File: config.mk
export PLATFORM = sky130hd
export DESIGN_NAME = tce_tile_ctrl
export DESIGN_NICKNAME = d
export VERILOG_FILES = /design/src/rtl/tce_pkg.sv /design/src/rtl/tce_prog_mem.sv /design/src/rtl/tce_rep_counter.sv /design/src/rtl/tce_tile_ctrl.sv
export SDC_FILE = /design/constraint.sdc
export NUM_CORES = 1
export LEC_CHECK = 0
export BUFFER_PORTS_ARGS = -buffer_cell sky130_fd_sc_hd__buf_4
export CAP_MARGIN = 15
export CORE_MARGIN = 3
export CORE_UTILIZATION = 30
export CTS_CLUSTER_DIAMETER = 120
export DETAILED_ROUTE_END_ITERATION = 16
export PLACE_DENSITY = 0.54
export SYNTH_ARGS = -nofsm -noshare
export SYNTH_HDL_FRONTEND = slang
export SYNTH_SLANG_ARGS = --single-unit
File: constraint.sdc
create_clock -name clk_i -period 3 [get_ports clk_i]
set_input_delay 0.15 -clock clk_i [delete_from_list [all_inputs] [get_ports clk_i]]
set_output_delay 0.15 -clock clk_i [all_outputs]
set_load 0.02 [all_outputs]
File: src/rtl/tce_pkg.sv
package tce_pkg;
    localparam int INSTR_W = 16;
    localparam int CFG_W   = 4;
    localparam int PHASE_W = 2;
    localparam int SEL_W   = 2;
    localparam int NSTAT   = 1 << SEL_W;
    localparam int NNBR    = 1 << SEL_W;

    typedef enum logic [1:0] {
        ST_IDLE = 2'd0,
        ST_RUN  = 2'd1,
        ST_WAIT = 2'd2,
        ST_DONE = 2'd3
    } tce_state_e;

    // Field order is decoded by the sequencer.
    typedef struct packed {
        logic [PHASE_W-1:0] phase;
        logic [CFG_W-1:0]   cfg_a;
        logic [CFG_W-1:0]   cfg_b;
        logic               wait_f;
        logic               branch_f;
        logic [SEL_W-1:0]   sel;
        logic               last_f;
        logic               sig_f;
    } tce_instr_t;
endpackage

File: src/rtl/tce_prog_mem.sv
module tce_prog_mem
    import tce_pkg::*;
#(
    parameter int DEPTH = 16,
    localparam int AW = $clog2(DEPTH)
) (
    input  logic               clk_i,
    input  logic               halt_i,
    input  logic               we_i,
    input  logic [AW-1:0]      waddr_i,
    input  logic [INSTR_W-1:0] wdata_i,
    input  logic [AW-1:0]      raddr_i,
    output logic [INSTR_W-1:0] rdata_o
);
    logic [DEPTH-1:0][INSTR_W-1:0] store;
    logic [DEPTH-1:0]              row_we;

    // Row strobes: writes open only while halted.
    for (genvar g = 0; g < DEPTH; g++) begin : g_row
        assign row_we[g] = halt_i && we_i && (waddr_i == AW'(g));
    end

    always_ff @(posedge clk_i) begin
        for (int r = 0; r < DEPTH; r++) begin
            if (row_we[r]) store[r] <= wdata_i;
        end
    end

    assign rdata_o = store[raddr_i];

    assert_write_gated_R2: assert property (@(posedge clk_i)
        (we_i && !halt_i) |=> $stable(store));
endmodule

File: src/rtl/tce_rep_counter.sv
module tce_rep_counter #(
    parameter int W = 4
) (
    input  logic         clk_i,
    input  logic         rst_i,
    input  logic         clr_i,
    input  logic         en_i,
    input  logic [W-1:0] rep_i,
    output logic         zero_o
);
    logic         fresh_q;
    logic [W-1:0] cnt_q;
    logic [W-1:0] remaining;

    // On entry the count comes straight from the instruction.
    assign remaining = fresh_q ? rep_i : cnt_q;
    assign zero_o    = (remaining == '0);

    always_ff @(posedge clk_i) begin
        if (rst_i || clr_i) begin
            fresh_q <= 1'b1;
            cnt_q   <= '0;
        end else if (en_i && !zero_o) begin
            fresh_q <= 1'b0;
            cnt_q   <= remaining - 1'b1;
        end
    end

    assert_step_down_R4: assert property (@(posedge clk_i) disable iff (rst_i)
        (en_i && !clr_i && !zero_o) |=> (!fresh_q && cnt_q < $past(remaining)));
endmodule

File: src/rtl/tce_tile_ctrl.sv
module tce_tile_ctrl
    import tce_pkg::*;
#(
    parameter int DEPTH = 16,
    localparam int AW = $clog2(DEPTH)
) (
    input  logic               clk_i,
    input  logic               rst_i,
    input  logic               halt_i,
    input  logic               pm_we_i,
    input  logic [AW-1:0]      pm_addr_i,
    input  logic [INSTR_W-1:0] pm_wdata_i,
    input  logic [NSTAT-1:0]   status_i,
    input  logic [NNBR-1:0]    nbr_done_i,
    output logic [CFG_W-1:0]   cfg_idx_o,
    output logic [PHASE_W-1:0] phase_o,
    output logic               reg_en_o,
    output logic               nbr_sig_o,
    output logic               fin_o
);
    tce_state_e         state_q, state_d;
    logic [AW-1:0]      pc_q;
    logic [INSTR_W-1:0] rdata;
    tce_instr_t         instr;
    logic               nbr_hit;
    logic               stat_hit;
    logic               cnt_zero;
    logic               cnt_en;
    logic               cnt_clr;
    logic [CFG_W-1:0]   rep_val;
    logic               advance;
    logic               executing;

    tce_prog_mem #(.DEPTH(DEPTH)) u_mem (
        .clk_i   (clk_i),
        .halt_i  (halt_i),
        .we_i    (pm_we_i),
        .waddr_i (pm_addr_i),
        .wdata_i (pm_wdata_i),
        .raddr_i (pc_q),
        .rdata_o (rdata)
    );

    assign instr     = tce_instr_t'(rdata);
    assign nbr_hit   = nbr_done_i[instr.sel];
    assign stat_hit  = status_i[instr.sel];
    assign executing = (state_q == ST_RUN) || (state_q == ST_WAIT);

    // Branch words reuse the count field as index B, so they never repeat.
    assign rep_val = instr.branch_f ? '0 : instr.cfg_b;

    always_comb begin
        advance = 1'b0;
        unique case (state_q)
            ST_RUN:  advance = instr.wait_f ? nbr_hit : cnt_zero;
            ST_WAIT: advance = nbr_hit;
            ST_IDLE: advance = 1'b0;
            ST_DONE: advance = 1'b0;
        endcase
    end

    assign cnt_en  = (state_q == ST_RUN) && !instr.wait_f;
    assign cnt_clr = !executing || advance || halt_i;

    tce_rep_counter #(.W(CFG_W)) u_cnt (
        .clk_i  (clk_i),
        .rst_i  (rst_i),
        .clr_i  (cnt_clr),
        .en_i   (cnt_en),
        .rep_i  (rep_val),
        .zero_o (cnt_zero)
    );

    // Next-state selection.
    always_comb begin
        state_d = state_q;
        unique case (state_q)
            ST_IDLE: state_d = ST_RUN;
            ST_RUN: begin
                if (instr.wait_f && !nbr_hit) state_d = ST_WAIT;
                else if (advance && instr.last_f) state_d = ST_DONE;
                else state_d = ST_RUN;
            end
            ST_WAIT: begin
                if (nbr_hit) state_d = instr.last_f ? ST_DONE : ST_RUN;
            end
            ST_DONE: state_d = ST_DONE;
        endcase
    end

    // State and program-counter register.
    always_ff @(posedge clk_i) begin
        if (rst_i || halt_i) begin
            state_q <= ST_IDLE;
            pc_q    <= '0;
        end else begin
            state_q <= state_d;
            if (executing && advance) pc_q <= pc_q + 1'b1;
        end
    end

    // Output decode.
    always_comb begin
        cfg_idx_o = '0;
        phase_o   = '0;
        reg_en_o  = 1'b0;
        nbr_sig_o = 1'b0;
        fin_o     = 1'b0;
        unique case (state_q)
            ST_IDLE: ;
            ST_RUN: begin
                cfg_idx_o = (instr.branch_f && stat_hit) ? instr.cfg_b : instr.cfg_a;
                phase_o   = instr.phase;
                reg_en_o  = !instr.wait_f;
                nbr_sig_o = instr.sig_f;
            end
            ST_WAIT: begin
                cfg_idx_o = instr.cfg_a;
                phase_o   = instr.phase;
                nbr_sig_o = instr.sig_f;
            end
            ST_DONE: fin_o = 1'b1;
        endcase
    end

    assert_reset_idle_R1: assert property (@(posedge clk_i)
        rst_i |=> (state_q == ST_IDLE && pc_q == '0 && !reg_en_o));

    assert_quiet_outside_run_R1: assert property (@(posedge clk_i) disable iff (rst_i)
        (state_q != ST_RUN) |-> !reg_en_o);

    assert_round_hold_R4: assert property (@(posedge clk_i) disable iff (rst_i)
        (state_q == ST_RUN && !instr.wait_f && !cnt_zero && !halt_i)
        |=> (state_q == ST_RUN && $stable(pc_q)));

    assert_wait_stall_R5: assert property (@(posedge clk_i) disable iff (rst_i)
        (state_q == ST_WAIT && !nbr_hit && !halt_i) |=> ($stable(pc_q) && !reg_en_o));

    assert_branch_single_R6: assert property (@(posedge clk_i) disable iff (rst_i)
        (state_q == ST_RUN && instr.branch_f && !instr.wait_f && !instr.last_f && !halt_i)
        |=> (pc_q == AW'($past(pc_q) + 1'b1)));

    assert_done_sticky_R7: assert property (@(posedge clk_i) disable iff (rst_i)
        (state_q == ST_DONE && !halt_i) |=> (state_q == ST_DONE && fin_o));

    assert_halt_restart_R8: assert property (@(posedge clk_i) disable iff (rst_i)
        halt_i |=> (state_q == ST_IDLE && pc_q == '0));
endmodule

==> results of run 1 <==
kinds of logic after synthesis:
| logic type | count (synthesis) |
|---|---|
| buffers and inverters | 38 |
| adder cells (fa/ha/maj) | 6 |
| AO/OA/AOI/OAI | 79 |
| multiplexers | 93 |
| AND/OR/NAND/NOR | 111 |
| flip-flops | 267 |
cell usage after synthesis (4+ instances only):
| master | instances | share of area [%] |
|---|---|---|
| sky130_fd_sc_hd__and2_1 | 6 | 0.34 |
| sky130_fd_sc_hd__dfxtp_1 | 11 | 2.0 |
| sky130_fd_sc_hd__nor3_1 | 12 | 0.54 |
| sky130_fd_sc_hd__mux2i_1 | 28 | 2.5 |
| sky130_fd_sc_hd__nand3_1 | 9 | 0.40 |
| sky130_fd_sc_hd__inv_1 | 9 | 0.30 |
| sky130_fd_sc_hd__buf_4 | 4 | 0.27 |
| sky130_fd_sc_hd__clkbuf_1 | 10 | 0.34 |
| sky130_fd_sc_hd__nor2_1 | 23 | 0.77 |
| sky130_fd_sc_hd__nor2b_1 | 7 | 0.39 |
| sky130_fd_sc_hd__edfxtp_1 | 256 | 69 |
| sky130_fd_sc_hd__o211ai_1 | 9 | 0.60 |
| sky130_fd_sc_hd__or4_1 | 4 | 0.27 |
| sky130_fd_sc_hd__mux4_2 | 58 | 12 |
| sky130_fd_sc_hd__mux2_2 | 4 | 0.40 |
| sky130_fd_sc_hd__buf_6 | 7 | 0.71 |
| sky130_fd_sc_hd__nand2b_1 | 4 | 0.22 |
| sky130_fd_sc_hd__a21oi_1 | 5 | 0.22 |
| sky130_fd_sc_hd__a22oi_1 | 6 | 0.40 |
| sky130_fd_sc_hd__ha_1 | 6 | 0.67 |
| sky130_fd_sc_hd__o21ai_0 | 13 | 0.58 |
| sky130_fd_sc_hd__buf_2 | 5 | 0.22 |
| sky130_fd_sc_hd__nand2_1 | 20 | 0.67 |
| sky130_fd_sc_hd__a22o_1 | 4 | 0.31 |
| sky130_fd_sc_hd__a221oi_1 | 9 | 0.71 |
state kept, by name, summed over array words and instances (netlist names):
register and cells:
pc_q 4, state_q 2, u_cnt.cnt_q 4, u_cnt.fresh_q 1, u_mem.store 256
path summary, 6_finish.rpt:
| check | to | slack [ns] | cells past startpoint |
|---|---|---|---|
| worst max register to register | pc_q[3] | -0.08 | 12 |
| worst min-delay path | state_q[0] | 0.04 | 3 |
| worst min register to register | u_cnt.cnt_q[3] | 0.50 | 2 |
| worst max-delay path | cfg_idx_o[1] | -0.29 | 9 |
per-stage QoR:
step | area [sq um] | hold WS (ns) | utilization, %
6_report | 14000 | 0.0442 | 38.1
4_1_cts | 13800 | 0.0154 | 37.6
3_5_place_dp | 12400 | 0.456 | 33.9
5_1_grt | 14000 | 0.0521 | 38.0
2_1_floorplan | 11200 | 0.249 | -
3_3_place_gp | 12400 | 0.434 | 33.9
power groups by stage:
stage          combinational (mW)  clock (mW)  sequential, mW
6_report                    0.254        3.25            4.13
4_1_cts                     0.250        3.34            4.13
3_5_place_dp                0.225           0            4.21
2_1_floorplan              0.0880           0            4.21
5_1_grt                     0.277        3.48            4.13
3_3_place_gp                0.215           0            4.21
routing by layer:
layer | global-route usage [%] | share of wire [%] | up-vias
met5 | 0 | 0 | -
li1 | - | - | 2759
met4 | 3.83 | 2.5 | 0
met3 | 2.27 | 4.8 | 53
met2 | 23.8 | 49 | 191
met1 | 20.1 | 44 | 3308
cell type report:
cell class,count,area (sq um)
timing repair buffer,137,1250
clock inverter,16,134
fill,3281,22700
tap,468,586
clock buffer,34,723
inverter,10,37.5
sequential,267,7920
antenna,1,2.50
multi-input combinational,289,3320
worst min-delay path, cell delays in order:
cell	delay (ns)
sky130_fd_sc_hd__buf_4	0.09
sky130_fd_sc_hd__or2_2	0.20
sky130_fd_sc_hd__a221oi_1	0.08
what timing repair did:
action                                  4_1_cts  5_1_grt
endpoints found under the setup margin       15       14
buffers inserted                             18        3
gates resized for setup                      25       34
cloned                                        3        0
endpoints found under the hold margin       256        0
pin swaps                                    13        6
hold buffers                                 16        0
==> run_results.csv, run 1 <==
group,metric,value,unit
clock_tree,cts_inserted_buffers,28,
global_route,grt_antenna_before_repair,0,
detailed_routing,drt_drc_violations_left,0,
synthesis,synth_top_family_by_area,"multiplexers",
floorplanning,fp.dieArea,39600,sq um
worst_setup_path,cp_common_cell,"sky130_fd_sc_hd__buf_4",
sta,worst_clock_skew,0.0171,ns
worst_setup_path,critical_path.n_buffers_inverters,3,
clock_tree,tritoncts_clock_tree,"yes",
hold_path,timing.hold.worst.class,"input pin to flip-flop",
global_route,first_global_vias,6379,
worst_setup_path,cell_by_cell_trace_of_the_critical_path,"buf_12 > mux4_2 > a22o_1 > a41oi_2 > a311oi_2 > buf_4 > or4b_4 > a31oi_1 > buf_4",
clock_tree,worst_setup_hold_path_clk_slew,0.06,ns
global_route,grt_max_degree,19,
place,dp.cells,1131,
run_status,violations_in_the_final_reports,"negative setup slack",
clock_tree,cts_max_level,1,
floorplanning,start_util,30.4,%
power_and_ir_drop,power_frac_clock,42.6,%
floorplanning,die_w,199,microns
place,post-dp-hpwl,17.9,mm
clock_tree,cts_root_buf,"sky130_fd_sc_hd__clkbuf_16",
synthesis,synth-compound-area-share,5.64,%
layout,final_common_cell,"sky130_fd_sc_hd__edfxtp_1",
synthesis,syn_nets,632,
detailed_routing,initial_drt_markers,587,
worst_setup_path,timing.rr.start,"pc_q[1]",
synthesis,synth-xor-area-share,0,%
worst_setup_path,timing.critical_path.slowest_stage_cell,"sky130_fd_sc_hd__mux4_2",
power_and_ir_drop,power_density,547,nW/um^2
synthesis,synthSimpleGateAreaFrac,5.66,%
synthesis,syn_avg_cell_area,18.8,sq um
power_and_ir_drop,totalPowerFinal,7.64,mW
power_and_ir_drop,power_frac_comb,3.3,%
sta,hold_violations,0,
worst_setup_path,worst_path_dominant_cell_family,"compound AO/OA/AOI/OAI gates",
place,place_congestion,0.849,
detailed_routing,route.vias.total,6311,
run_status,run_status,"finished with violations",
sta,worst-slew-pin-transition,0.869,ns
worst_setup_path,critical_path.max_stage_delay,0.48,ns
worst_setup_path,critPathKind,"flip-flop to output pin",
worst_setup_path,critPathArrivalTime,3.14,ns
layout,fin_nets,771,
detailed_routing,route.detailed.wl_per_inst,23.4,microns
power_and_ir_drop,intPower,6.10,mW
synthesis,synth.yosys.warnings,0,
synthesis,synth-seq-area-share,70.8,%
power_and_ir_drop,switchingPower,1.54,mW
global_route,grtUsageTotal,14.4,%
sta,period_share,110,%
detailed_routing,final_antenna_net_count,0,
synthesis,synth-adder-area-share,0.672,%
worst_setup_path,crit_required,2.85,ns
synthesis,yosysUniqueCellTypes,69,
worst_setup_path,critical_path.startpoint_type,"flip-flop",
power_and_ir_drop,sequentialPowerShare,54.1,%
synthesis,synth-seq-cells,267,
floorplanning,die_h,199,microns
synthesis,asyncSetResetFlopFracSynth,0,%
flow_run,drv_cap,0,
synthesis,synth_flop_cell,"sky130_fd_sc_hd__edfxtp_1",
sta,grt_setup_unrepaired,"true",
floorplanning,pin_count,41,
global_route,overflow,0,
floorplanning,floorplan.core_area,36700,sq um
layout,final_layout_size_suffix_gt1_share,38.1,%
place,post_place_setup_slack,-0.0977,ns
sta,setup-tns-final,-1.23,ns
layout,fin_cells,1222,
sta,setup-violations-final,7,
power_and_ir_drop,vdd_ir_drop_max,0.385,mV
sta,achievable-frequency,0.304,GHz
power_and_ir_drop,power.static_leakage,4.47,nW
layout,area_overhead_vs_synth,25.0,%
detailed_routing,routed_wl,28.6,mm
layout,layout.cells.most_common_list,"sky130_fd_sc_hd__edfxtp_1 (256), sky130_fd_sc_hd__buf_4 (102), sky130_fd_sc_hd__mux4_2 (60)",
place,numPortBuffers,40,
worst_setup_path,crit_path_end_kind,"output pin",
sta,final_period_minus_worst_setup_slack,3.29,ns
power_and_ir_drop,p_sw_share,20.1,%
sta,setup_slack,-0.294,ns
global_route,wire_length_of_the_first_global_routing_pass,41.8,mm
floorplanning,rows,70,
worst_setup_path,startpoint,"pc_q[0]",
sta,max-slew-margin-rel,42.0,%
synthesis,muxShareOfSynthArea,15.3,%
synthesis,mappedNetlistArea,11200,sq um
detailed_routing,drt-pass1-iter-count,4,
synthesis,synthesis.instances,594,
worst_setup_path,timing.critical_path.fanout_max,7,
hold_path,hold_path_startpoint,"rst_i",
detailed_routing,viasPerCell,5.16,
sta,final_max_slew_viols,0,
clock_tree,cts_num_sinks,267,
clock_tree,insertion_delay,0.55,ns
clock_tree,maximum_clock_insertion_buffer_count,3,
synthesis,synth-edff-count,256,
Note: power is estimated with default switching activity, not from simulation.
==> run 2, diff against run 1 <==
--- a/config.mk
+++ b/config.mk
@@ -7,11 +7,13 @@
 export LEC_CHECK = 0
 export BUFFER_PORTS_ARGS = -buffer_cell sky130_fd_sc_hd__buf_4
 export CAP_MARGIN = 15
-export CORE_MARGIN = 3
+export CELL_PAD_IN_SITES_DETAIL_PLACEMENT = 0
+export CELL_PAD_IN_SITES_GLOBAL_PLACEMENT = 1
+export CORE_MARGIN = 8
 export CORE_UTILIZATION = 30
 export CTS_CLUSTER_DIAMETER = 120
 export DETAILED_ROUTE_END_ITERATION = 16
-export PLACE_DENSITY = 0.54
+export PLACE_DENSITY = 0.59
 export SYNTH_ARGS = -nofsm -noshare
 export SYNTH_HDL_FRONTEND = slang
 export SYNTH_SLANG_ARGS = --single-unit
==> run 2 against run 1 <==
Against the previous run: the flow still finishes with violations (negative setup slack); cell count rose by 1.1%; clock power up 9.8%; die area rose by 10%; sequential share of layout area shrank 0.75 points; via count is 0.29% lower; flip-flop and latch count unchanged; sequential power hardly changed; critical path depth rose by 1; count of clock-buffer cells in the layout down 2; critical endpoint is now cfg_idx_o[3]; highest routed layer unchanged.
==> run_results.csv, run 2 (synthesis gave the netlist of run 1 again) <==
group,metric,value,unit
sta,hold_violations,0,
layout,largest_reg_flops,256,
clock_tree,worst_setup_hold_path_clk_slew,0.06,ns
sta,final_max_slew_viols,0,
layout,stdcell_area,14200,sq um
clock_tree,cts_num_sinks,267,
global_route,grt_antenna_before_repair,3,
floorplanning,start_util,30.5,%
run_status,violations_in_the_final_reports,"negative setup slack",
layout,layout.cells.most_common_list,"sky130_fd_sc_hd__edfxtp_1 (256), sky130_fd_sc_hd__buf_4 (105), sky130_fd_sc_hd__mux4_2 (60)",
detailed_routing,routed_wl,29.1,mm
layout,fillCellCount,3352,
sta,worst_hold_margin,0.0705,ns
clock_tree,cts_inserted_buffers,29,
worst_setup_path,critPathArrivalTime,3.17,ns
detailed_routing,final_antenna_net_count,0,
place,post-dp-hpwl,17.9,mm
floorplanning,rows,70,
clock_tree,tritoncts_clock_tree,"yes",
detailed_routing,drt_drc_violations_left,0,
detailed_routing,initial_drt_markers,424,
sta,period_share,111,%
global_route,grtUsageTotal,12.9,%
worst_setup_path,timing.critical_path.fanout_max,9,
sta,achievable-frequency,0.302,GHz
clock_tree,maximum_clock_insertion_buffer_count,3,
global_route,overflow,0,
floorplanning,fp.dieArea,43700,sq um
worst_setup_path,critPathKind,"flip-flop to output pin",
clock_tree,cts_root_buf,"sky130_fd_sc_hd__clkbuf_16",
detailed_routing,route.vias.total,6293,
flow_run,drv_cap,0,
run_status,run_status,"finished with violations",
place,numPortBuffers,40,
power_and_ir_drop,power.static_leakage,4.55,nW
worst_setup_path,crit_required,2.85,ns
worst_setup_path,critical_path.startpoint_type,"flip-flop",
floorplanning,die_w,209,microns
layout,max_flop_register,"u_mem.store",
layout,final_layout_size_suffix_gt1_share,38.8,%
power_and_ir_drop,vdd_ir_drop_max,0.423,mV
floorplanning,die_h,209,microns
power_and_ir_drop,power_density,562,nW/um^2
global_route,first_global_vias,6580,
floorplanning,floorplan.core_area,36600,sq um
sta,setup-tns-final,-1.65,ns
sta,worst-slew-pin-transition,0.763,ns
detailed_routing,viasPerCell,5.09,
place,place_congestion,0.782,
sta,grt_setup_unrepaired,"true",
layout,final_common_cell,"sky130_fd_sc_hd__edfxtp_1",
layout,top_regs,"u_mem.store x256, pc_q x4, u_cnt.cnt_q x4",
sta,setup-violations-final,13,
global_route,wire_length_of_the_first_global_routing_pass,42.7,mm
hold_path,timing.hold.worst.class,"input pin to flip-flop",
floorplanning,pin_count,41,
worst_setup_path,reg2reg_slack,-0.10,ns
detailed_routing,route.detailed.wl_per_inst,23.5,microns
sta,max-slew-margin-rel,49.0,%
layout,area_overhead_vs_synth,26.7,%
worst_setup_path,crit_path_end_kind,"output pin",
layout,fin_nets,780,
clock_tree,cts_max_level,1,
sta,setup_slack,-0.316,ns
global_route,grt_max_degree,38,
clock_tree,insertion_delay,0.55,ns
place,dpl_cell_area,12500,sq um
detailed_routing,drt-pass1-iter-count,4,
sta,worst_clock_skew,0.0112,ns
sta,final_period_minus_worst_setup_slack,3.32,ns
run 2: timing repair:
item	4_1_cts	5_1_grt
endpoints found under the setup margin	16	17
gates resized for setup	34	33
pin swaps	11	15
cloned	0	1
hold buffers	16	0
hold endpoints to repair	256	0
setup buffers	9	19
run 2: per-layer routing:
layer / vias up / share of wire [%] / global-route usage (%)
met4: 0 / 1.6 / 2.48
met5: - / 0 / 0
met1: 3320 / 44 / 17.2
li1: 2788 / - / -
met2: 148 / 50 / 22.3
met3: 37 / 4.3 / 1.75
run 2: final cells by class:
cell class	instances	area, sq um	area share (%)
timing repair buffer	145	1340	9.49
tap	468	586	4.14
sequential	267	7920	55.9
antenna	3	7.51	0.0530
inverter	10	37.5	0.265
clock inverter	22	224	1.58
multi-input combinational	289	3300	23.3
clock buffer	32	737	5.21
run 2: worst max-delay path: stages (launching register included):
cell	delay (ns)
sky130_fd_sc_hd__dfxtp_4	0.37
sky130_fd_sc_hd__buf_4	0.12
sky130_fd_sc_hd__buf_12	0.14
sky130_fd_sc_hd__mux4_2	0.51
sky130_fd_sc_hd__a22o_1	0.26
sky130_fd_sc_hd__a41o_1	0.26
sky130_fd_sc_hd__a311oi_2	0.28
sky130_fd_sc_hd__buf_4	0.19
sky130_fd_sc_hd__o211ai_1	0.11
sky130_fd_sc_hd__a31oi_1	0.21
sky130_fd_sc_hd__buf_4	0.17
run 2: worst paths after layout:
| kind | start | cells after the start | endpoint |
|---|---|---|---|
| worst max register to register | pc_q[1] | 10 | u_cnt.cnt_q[3] |
| worst min-delay path | rst_i | 3 | state_q[0] |
| worst min register to register | u_cnt.cnt_q[3] | 2 | u_cnt.cnt_q[3] |
| worst max-delay path | pc_q[0] | 10 | cfg_idx_o[3] |
run 2: where the power goes:
| group | internal (mW) | switching (mW) | total [mW] |
|---|---|---|---|
| Sequential | 4.12 | 0.0105 | 4.13 |
| Combinational | 0.104 | 0.151 | 0.256 |
| Clock | 2.12 | 1.45 | 3.57 |
run 2: metrics by stage:
| stage | util [%] | power, mW | setup WS (ns) | cells |
|---|---|---|---|---|
| after global placement | 34.2 | 4.43 | -0.145 | 1135 |
| final | 38.7 | 7.96 | -0.316 | 1236 |
| after floorplan | - | 4.30 | 0.00157 | 594 |
| after CTS | 37.8 | 8.02 | -0.246 | 1213 |
| after detailed placement | 34.2 | 4.44 | -0.173 | 1135 |
| after global routing | 38.7 | 8.18 | -0.456 | 1236 |
